[src/rtl/dts_pkg.sv]
package dts_pkg;
    parameter int CODE_W = 5;
    parameter int EVAL_PERIOD = 64;
    parameter int SETTLE_CYCLES = 2048;

    typedef enum logic [1:0] {
        DIR_HOLD     = 2'b00,
        DIR_UP       = 2'b01,
        DIR_DOWN     = 2'b10,
        DIR_HOLD_ALT = 2'b11
    } dir_e;
endpackage

[src/rtl/dts_tick.sv]
module dts_tick #(
    parameter int PERIOD = 64
) (
    input  logic clk_i,
    input  logic rst_ni,
    output logic tick_o
);
    localparam int CW = (PERIOD > 1) ? $clog2(PERIOD) : 1;
    localparam logic [CW-1:0] LAST = CW'(PERIOD - 1);

    typedef struct packed {
        logic [CW-1:0] cnt;
    } st_t;

    st_t st_d, st_q;

    always_comb begin
        st_d = st_q;
        if (st_q.cnt == LAST) st_d.cnt = '0;
        else                  st_d.cnt = st_q.cnt + 1'b1;
    end

    always_ff @(posedge clk_i) begin
        if (!rst_ni) st_q <= '0;
        else         st_q <= st_d;
    end

    assign tick_o = (st_q.cnt == LAST);

    // ticks are never back to back when the period exceeds one
    p_tick_spaced_r2: assert property (@(posedge clk_i) disable iff (!rst_ni)
        (PERIOD > 1) && tick_o |=> !tick_o);
endmodule

[src/rtl/dts_step.sv]
module dts_step
    import dts_pkg::*;
#(
    parameter int W = 5,
    parameter int START = 16
) (
    input  logic         clk_i,
    input  logic         rst_ni,
    input  logic         tick_i,
    input  dir_e         dir_i,
    output logic [W-1:0] code_o
);
    localparam logic [W-1:0] TOP   = {W{1'b1}};
    localparam logic [W-1:0] INIT  = W'(START);

    typedef struct packed {
        logic [W-1:0] code;
    } st_t;

    st_t st_d, st_q;

    always_comb begin
        st_d = st_q;
        if (tick_i) begin
            case (dir_i)
                DIR_UP:   if (st_q.code != TOP) st_d.code = st_q.code + 1'b1;
                DIR_DOWN: if (st_q.code != '0)  st_d.code = st_q.code - 1'b1;
                default:  st_d.code = st_q.code;
            endcase
        end
    end

    always_ff @(posedge clk_i) begin
        if (!rst_ni) st_q.code <= INIT;
        else         st_q <= st_d;
    end

    assign code_o = st_q.code;

    // a change of the code needs an evaluation tick on the previous edge
    p_only_on_tick_r2: assert property (@(posedge clk_i) disable iff (!rst_ni)
        (code_o != $past(code_o)) |-> $past(tick_i));
    // no wrap past the top
    p_no_overflow_r3: assert property (@(posedge clk_i) disable iff (!rst_ni)
        ($past(code_o) == TOP) && $past(dir_i == DIR_UP) |-> code_o == TOP);
    // no wrap below zero
    p_no_underflow_r4: assert property (@(posedge clk_i) disable iff (!rst_ni)
        ($past(code_o) == '0) && $past(dir_i == DIR_DOWN) |-> code_o == '0);
    // match encodings hold the code
    p_match_holds_r5: assert property (@(posedge clk_i) disable iff (!rst_ni)
        $past(dir_i == DIR_HOLD || dir_i == DIR_HOLD_ALT) |-> $stable(code_o));
endmodule

[src/rtl/dts_settle.sv]
module dts_settle #(
    parameter int CYCLES = 2048
) (
    input  logic clk_i,
    input  logic rst_ni,
    input  logic rise_i,
    output logic done_o
);
    localparam int CW = $clog2(CYCLES + 1);
    localparam logic [CW-1:0] LIMIT = CW'(CYCLES);

    typedef struct packed {
        logic [CW-1:0] cnt;
        logic          done;
    } st_t;

    st_t  st_d, st_q;
    logic elapsed;

    assign elapsed = (st_q.cnt == LIMIT);

    always_comb begin
        st_d = st_q;
        if (!elapsed) st_d.cnt = st_q.cnt + 1'b1;
        if (elapsed && rise_i) st_d.done = 1'b1;
    end

    always_ff @(posedge clk_i) begin
        if (!rst_ni) st_q <= '0;
        else         st_q <= st_d;
    end

    assign done_o = st_q.done;

    // done rises only after the count has run out and a rise was seen
    p_done_needs_count_r8: assert property (@(posedge clk_i) disable iff (!rst_ni)
        $rose(done_o) |-> $past(elapsed) && $past(rise_i));
    // done is sticky
    p_done_sticky_r9: assert property (@(posedge clk_i) disable iff (!rst_ni)
        $past(done_o) |-> done_o);
endmodule

[src/rtl/drv_trim_seq.sv]
module drv_trim_seq (
    input  logic       clk_i,
    input  logic       rst_ni,
    input  logic [1:0] cmp_dir_i,
    input  logic       hiz_i,
    output logic [4:0] applied_code_o,
    output logic [4:0] work_code_o,
    output logic       cal_done_o
);
    import dts_pkg::*;

    localparam int START = 1 << (CODE_W - 1);

    typedef struct packed {
        logic              hiz_prev;
        logic [CODE_W-1:0] applied;
    } st_t;

    st_t  st_d, st_q;
    logic tick;
    logic hiz_rise;
    logic [CODE_W-1:0] work;

    dts_tick #(.PERIOD(EVAL_PERIOD)) u_tick (
        .clk_i  (clk_i),
        .rst_ni (rst_ni),
        .tick_o (tick)
    );

    dts_step #(.W(CODE_W), .START(START)) u_step (
        .clk_i  (clk_i),
        .rst_ni (rst_ni),
        .tick_i (tick),
        .dir_i  (dir_e'(cmp_dir_i)),
        .code_o (work)
    );

    assign hiz_rise = hiz_i & ~st_q.hiz_prev;

    dts_settle #(.CYCLES(SETTLE_CYCLES)) u_settle (
        .clk_i  (clk_i),
        .rst_ni (rst_ni),
        .rise_i (hiz_rise),
        .done_o (cal_done_o)
    );

    always_comb begin
        st_d = st_q;
        st_d.hiz_prev = hiz_i;
        if (hiz_rise) st_d.applied = work;
    end

    always_ff @(posedge clk_i) begin
        if (!rst_ni) begin
            st_q.hiz_prev <= 1'b1;
            st_q.applied  <= CODE_W'(START);
        end else begin
            st_q <= st_d;
        end
    end

    assign applied_code_o = st_q.applied;
    assign work_code_o    = work;

    // the applied code holds unless a low-to-high high-Z edge occurred
    p_applied_hold_r6: assert property (@(posedge clk_i) disable iff (!rst_ni)
        !$past(hiz_rise) |-> $stable(applied_code_o));
    // at a rise the applied code picks up the prior working code
    p_applied_load_r6: assert property (@(posedge clk_i) disable iff (!rst_ni)
        $past(hiz_rise) |-> applied_code_o == $past(work_code_o));
endmodule

[config.mk]
export PLATFORM = sky130hd
export DESIGN_NAME = drv_trim_seq
export DESIGN_NICKNAME = d
export VERILOG_FILES = /design/src/rtl/dts_pkg.sv /design/src/rtl/dts_tick.sv /design/src/rtl/dts_step.sv /design/src/rtl/dts_settle.sv /design/src/rtl/drv_trim_seq.sv
export SDC_FILE = /design/constraint.sdc
export NUM_CORES = 1
export LEC_CHECK = 0
export BUFFER_PORTS_ARGS = -buffer_cell sky130_fd_sc_hd__buf_2
export CAP_MARGIN = 40
export CORE_ASPECT_RATIO = 0.9
export CORE_MARGIN = 2
export CORE_UTILIZATION = 55
export DETAILED_ROUTE_END_ITERATION = 10
export GPL_ROUTABILITY_DRIVEN = 0
export PLACE_DENSITY = 0.75
export REMOVE_ABC_BUFFERS = 1
export SLEW_MARGIN = 25
export SYNTH_ARGS = -nofsm -noshare
export SYNTH_HDL_FRONTEND = slang
export SYNTH_SLANG_ARGS = --single-unit
[constraint.sdc]
create_clock -name clk_i -period 2.37 [get_ports clk_i]
set_input_delay 0.1185 -clock clk_i [delete_from_list [all_inputs] [get_ports clk_i]]
set_output_delay 0.1185 -clock clk_i [all_outputs]
set_load 0.02 [all_outputs]
### Word-level counts from Yosys, hierarchy flattened

Cells that the tools add are included.

| cells by class | value |
|---|---|
| mux-type cells | 3 |
| $add $sub $neg | 4 |
| equality and inequality tests | 7 |
| bitwise logic cells | 3 |
| reductions and logical operators | 5 |

Operator list:

| cell | number |
|---|---|
| adder 12 x 1 -> 12 bit, second input constant | 1 |
| == test 12 bit, second input constant | 1 |
| two-way mux 5 bit | 2 |
| case mux 5 bit (2 select lines) | 1 |
| adder 6 x 1 -> 6 bit, second input constant | 1 |
| == test 6 bit, second input constant | 1 |
| adder 5 x 1 -> 5 bit, second input constant | 1 |
| != test 5 bit, second input constant | 1 |
| nonzero test 5 bit | 1 |
| subtractor 5 x 1 -> 5 bit, second input constant | 1 |
| != test 2 x 1 -> 1 bit, second input constant | 2 |
| AND reduction 4 bit | 1 |
| == test 2 x 1 -> 1 bit, second input constant | 1 |
| == test 2 bit, second input constant | 1 |
| inverter 1 bit | 2 |
| nonzero test 2 bit | 1 |
| OR reduction 2 bit | 1 |
| bitwise AND 1 bit | 1 |
| logical AND 1 bit | 1 |

| storage, ports and cells | value |
|---|---|
| register bits | 30 |
| word-level logic and storage cells | 28 |
| input bits | 5 |
| output and inout port bits | 11 |

### Longest topological paths before layout

| depth | value |
|---|---|
| depth in word-level cells | 3 |
| depth in mapped cells | 10 |
| mapped depth without buffers | 9 |

### By module

A second synthesis with hierarchy kept.

| second synthesis, totals | value |
|---|---|
| cell total of the unflattened synthesis | 170 |
| area total of the unflattened synthesis | 1567.8 µm² |

Modules (own cells, without submodules):

| module | area each (µm²) | cells each | sequential area each (µm²) | instances |
|---|---|---|---|---|
| dts_settle | 660.6 | 73 | 260.2 | 1 |
| dts_step | 384.1 | 42 | 100.1 | 1 |
| drv_trim_seq | 285.3 | 30 | 120.1 | 1 |
| dts_tick | 237.7 | 25 | 120.1 | 1 |

### Worst setup path after synthesis

OpenSTA, ideal clock, no wires.

| path | value |
|---|---|
| path kind | reg2reg |
| start | reg u_step.st_q (netlist bit u_step.code_o[1]) |
| end | reg u_step.st_q (netlist bit u_step.code_o[4]) |
| library setup time | 122 ps |
| data required time | 2248 ps |
| path slack | 610 ps |
| stages on the path, launching flop included | 9 |
| buffers on the path | 1 |
| arrival time | 1638 ps |
| period minus slack after synthesis | 1760 ps |
| cell sequence | dfxtp_1 > buf_6 > xor2_1 > ha_1 > nor2_1 > o32ai_1 > a211oi_1 > nor2b_1 > o32a_1 |

| on the way | value |
|---|---|
| longest elaborated chain between the ends | 3 |
| elaborated cells between the ends (all ways) | 10 |
| those cells by class | add/sub (2); eq/ne (3); mux (3); reduce/logical (2) |

RTL lines:

| what | line | text |
|---|---|---|
| from (decl) | dts_step.sv:20 | `st_t st_d, st_q;` |
| from (signal assigned) | dts_step.sv:35 | `else st_q <= st_d;` |
| subtractor 5 x 1 -> 5 bit, or another cell as far along | dts_step.sv:27 | `DIR_DOWN: if (st_q.code != '0) st_d.code = st_q.code - 1'b1;` |
| two-way mux 5 bit, or another cell as far along | dts_step.sv:27 |  |
| case mux 5 bit (2 select lines) or AND reduction 4 bit (tied branches) | n/a |  |

Parallel ways exist; a longest one is shown, timed or not. The select of a mux whose other input is x is not followed.
A chain may end at the register's enable or synchronous reset.

### Worst setup path in the final report

Same ends and word-level chain as after synthesis.

==> results by group <==
Status
  – Status: finished, final reports clean

Clock tree
  – Inserted Clock Buffers: 5
  – Worst-path clk slew: 0.09 ns
  – Hold-fix buffers, CTS: 1
  – Clock root buffer master: clkbuf_4
  – Clk buf depth: 2
  – Worst-Skew Late Latency: 0.33 ns
  – CTS tree: done
  – Clock sink count: 30
  – CTS H-tree depth: 2
  – Resized Gates After CTS: 0
  – Post-CTS Setup Inserts: 0

Setup path
  – Critical-path cell list: xor2_1, ha_1, nor2_1, o32ai_1, a211oi_1, nor2b_1, o32a_1
  – Worst R2R Start: u_step.code_o[1]$_SDFFE_PN0P_
  – Critical path depth in cells: 7
  – RR Endpoint: u_step.code_o[4]$_SDFFE_PN1P_
  – CP Launch Type: flip-flop
  – Worst Reg-to-Reg Cells: 7
  – Slowest cell delay on critical path: 0.55 ns
  – Crit Path Class: flip-flop to flip-flop
  – CP Buf/Inv Count: 0
  – Delay-heaviest family, CP: compound AO/OA/AOI/OAI gates
  – WP data required: 2.60 ns
  – WP data arrival: 2.13 ns
  – R2R setup slack: 0.47 ns
  – CP max stage cell: dfxtp_1
  – Crit path max fanout: 11
  – Endpoint class of the critical path: flip-flop

Global routing
  – Initial antenna violation count: 0
  – Remaining global-route overflow: 0
  – Largest net degree at the start of global routing: 18
  – Total Routing Usage GR: 0.201
  – First-pass GRT wire length: 4590 um
  – Vias in the first global route: 1,031

Drt
  – Vias/cell: 5.55
  – Routed via count: 1,154
  – Routed wire length: 2750 um
  – Wire per inst: 13.2 um
  – Residual DRC: 0
  – Pre-antenna DRT Iters: 4
  – DR iter-0 viols: 26
  – Routed Antenna Nets: 0

Final layout
  – Most common cell after layout, fill and taps aside: dfxtp_1
  – Area grow syn2layout: 9.62%
  – Share of cells above drive strength 1: 0.156
  – # diodes: 0
  – Most frequent cells in the layout: 30 x dfxtp_1, 27 x nor2_1, 15 x buf_2
  – Final instance area: 1640 um2
  – Post-layout nets: 193

Floorplan
  – Die X: 59.0 um
  – Die Y: 53.5 um
  – IO Pins: 16
  – Core area: 2510 um2
  – Initial Util: 0.596
  – Die Area: 3150 um2
  – Row count: 17

Pwr
  – Total power: 0.000998 W
  – Leak: 0.685 nW
  – VDD IR max: 501 uV
  – Cell area power density: 609 nW/um2

Timing
  – Setup TNS Final: 0 ns
  – Fin. max-slew vios: 0
  – Final worst-path cycle share: 0.802
  – Rel. slew slack: 0.623
  – Fmax achieved: 526 MHz
  – Slew @ Worst Pin: 0.564 ns
  – Final Hold Fails: 0
  – RSZ-0062 raised after global routing: false
  – PnR worst setup slack: 0.469 ns
  – Tmin final: 1.90 ns
  – Final setup fails: 0
  – Clock skew: 0.00847 ns

Synth
  – Mapped Cells: 166
  – Post-synth top area share: 0.402
  – Synth warn: 0
  – Post-synthesis instance area: 1500 um2
  – Seq cells post-synth: 30
  – Async SR Flop Fraction: 0
  – Library cells used by synthesis: 37
  – Syn avg cell area: 9.01 um2
  – Synth area leader: dfxtp_1
  – Synth area leaders: dfxtp_1 40%, nor2_1 6.8%, ha_1 6.7%, xor2_1 5.3%, xnor2_1 4.7%
  – Post-synthesis sequential area ratio: 0.402
  – Post-synth EDFFs: 0
  – Synth Flop Type: dfxtp_1

Place
  – Placement Cell Area: 1550 um2
  – Hpwl dp: 2020 um
  – IO buf count: 15
  – Placement Setup Slack: 0.307 ns

Flow run
  – Max-cap violations: 0

Min path
  – Hold path depth: 2
  – Hold EP: applied_code_o[4]$_SDFFE_PN1P_
  – Hold Crit Start: rst_ni
  – Hold Crit Class: primary input to flip-flop
==> worst max-delay path by stage <==
| stage | from | to | slack, ns |
|---|---|---|---|
| 6_report | u_step.code_o[1]$_SDFFE_PN0P_ | u_step.code_o[4]$_SDFFE_PN1P_ | 0.47 |
| 4_1_cts | u_step.code_o[1]$_SDFFE_PN0P_ | u_step.code_o[4]$_SDFFE_PN1P_ | 0.47 |
| 5_1_grt | u_step.code_o[1]$_SDFFE_PN0P_ | u_step.code_o[4]$_SDFFE_PN1P_ | 0.29 |
| 3_3_place_gp | cmp_dir_i[0] | u_step.code_o[4]$_SDFFE_PN1P_ | 0.48 |
| 3_5_place_dp | cmp_dir_i[0] | u_step.code_o[4]$_SDFFE_PN1P_ | 0.31 |
| 2_1_floorplan | u_step.code_o[1]$_SDFFE_PN0P_ | u_step.code_o[4]$_SDFFE_PN1P_ | 0.58 |
==> per-stage QoR <==
| stage | util | cells | hold WS, ns |
|---|---|---|---|
| after floorplan | - | 156 | 0.180 |
| after global placement | 0.617 | 200 | 0.313 |
| after detailed placement | 0.617 | 200 | 0.341 |
| after CTS | 0.653 | 208 | 0.0557 |
| after global routing | 0.653 | 208 | 0.0794 |
| final | 0.653 | 208 | 0.0614 |
==> state kept, by name, summed over array words and instances (netlist names) <==
| name | flops |
|---|---|
| u_tick.st_q | 6 |
| u_settle.done_o | 1 |
| applied_code_o | 5 |
| u_step.code_o | 5 |
| u_settle.st_q | 12 |
| st_q | 1 |
==> final cells by class <==
cell class / count / area [um2]
Fill cell: 225 / 871
Clock inverter: 1 / 30.0
Clock buffer: 6 / 51.3
Timing Repair Buffer: 17 / 92.6
Sequential cell: 30 / 601
Tap cell: 28 / 35.0
Inverter: 7 / 26.3
Multi-Input combinational cell: 119 / 803
==> synth_stat cells, drive strengths merged (3+ instances only) <==
master   n
mux2i    6
nand2b   4
nand4    3
clkbuf   3
xnor2    8
nand2   11
buf      7
ha       8
nand3    9
a21oi    6
inv      6
and3     5
nor2    28
xor2     9
dfxtp   30
nor2b    4
==> per-layer routing <==
| layer | up-vias | part of all wire | global-route usage |
|---|---|---|---|
| li1 | 586 | - | - |
| met2 | 19 | 0.46 | 0.298 |
| met1 | 544 | 0.48 | 0.265 |
| met3 | 5 | 0.047 | 0.0856 |
| met5 | - | 0 | 0 |
| met4 | 0 | 0.012 | 0.0568 |
==> cell families after synthesis <==
kind of cell / count (synthesis) / synth area share
compound gates: 16 / 0.0703
xor+xnor: 17 / 0.0996
fa+ha+maj: 8 / 0.0669
buf+inv: 17 / 0.0611
flops: 30 / 0.402
mux: 6 / 0.0402
simple gates: 72 / 0.260
==> where the power goes <==
group          total (W)  leakage, nW  switching (W)  internal, W
clock           0.000417       0.0443       0.000172     0.000245
combinational  0.0000590        0.397      0.0000331    0.0000260
sequential      0.000522        0.243     0.00000834     0.000513
total           0.000998        0.685       0.000213     0.000785
Note: power is estimated with default switching activity, not from simulation.
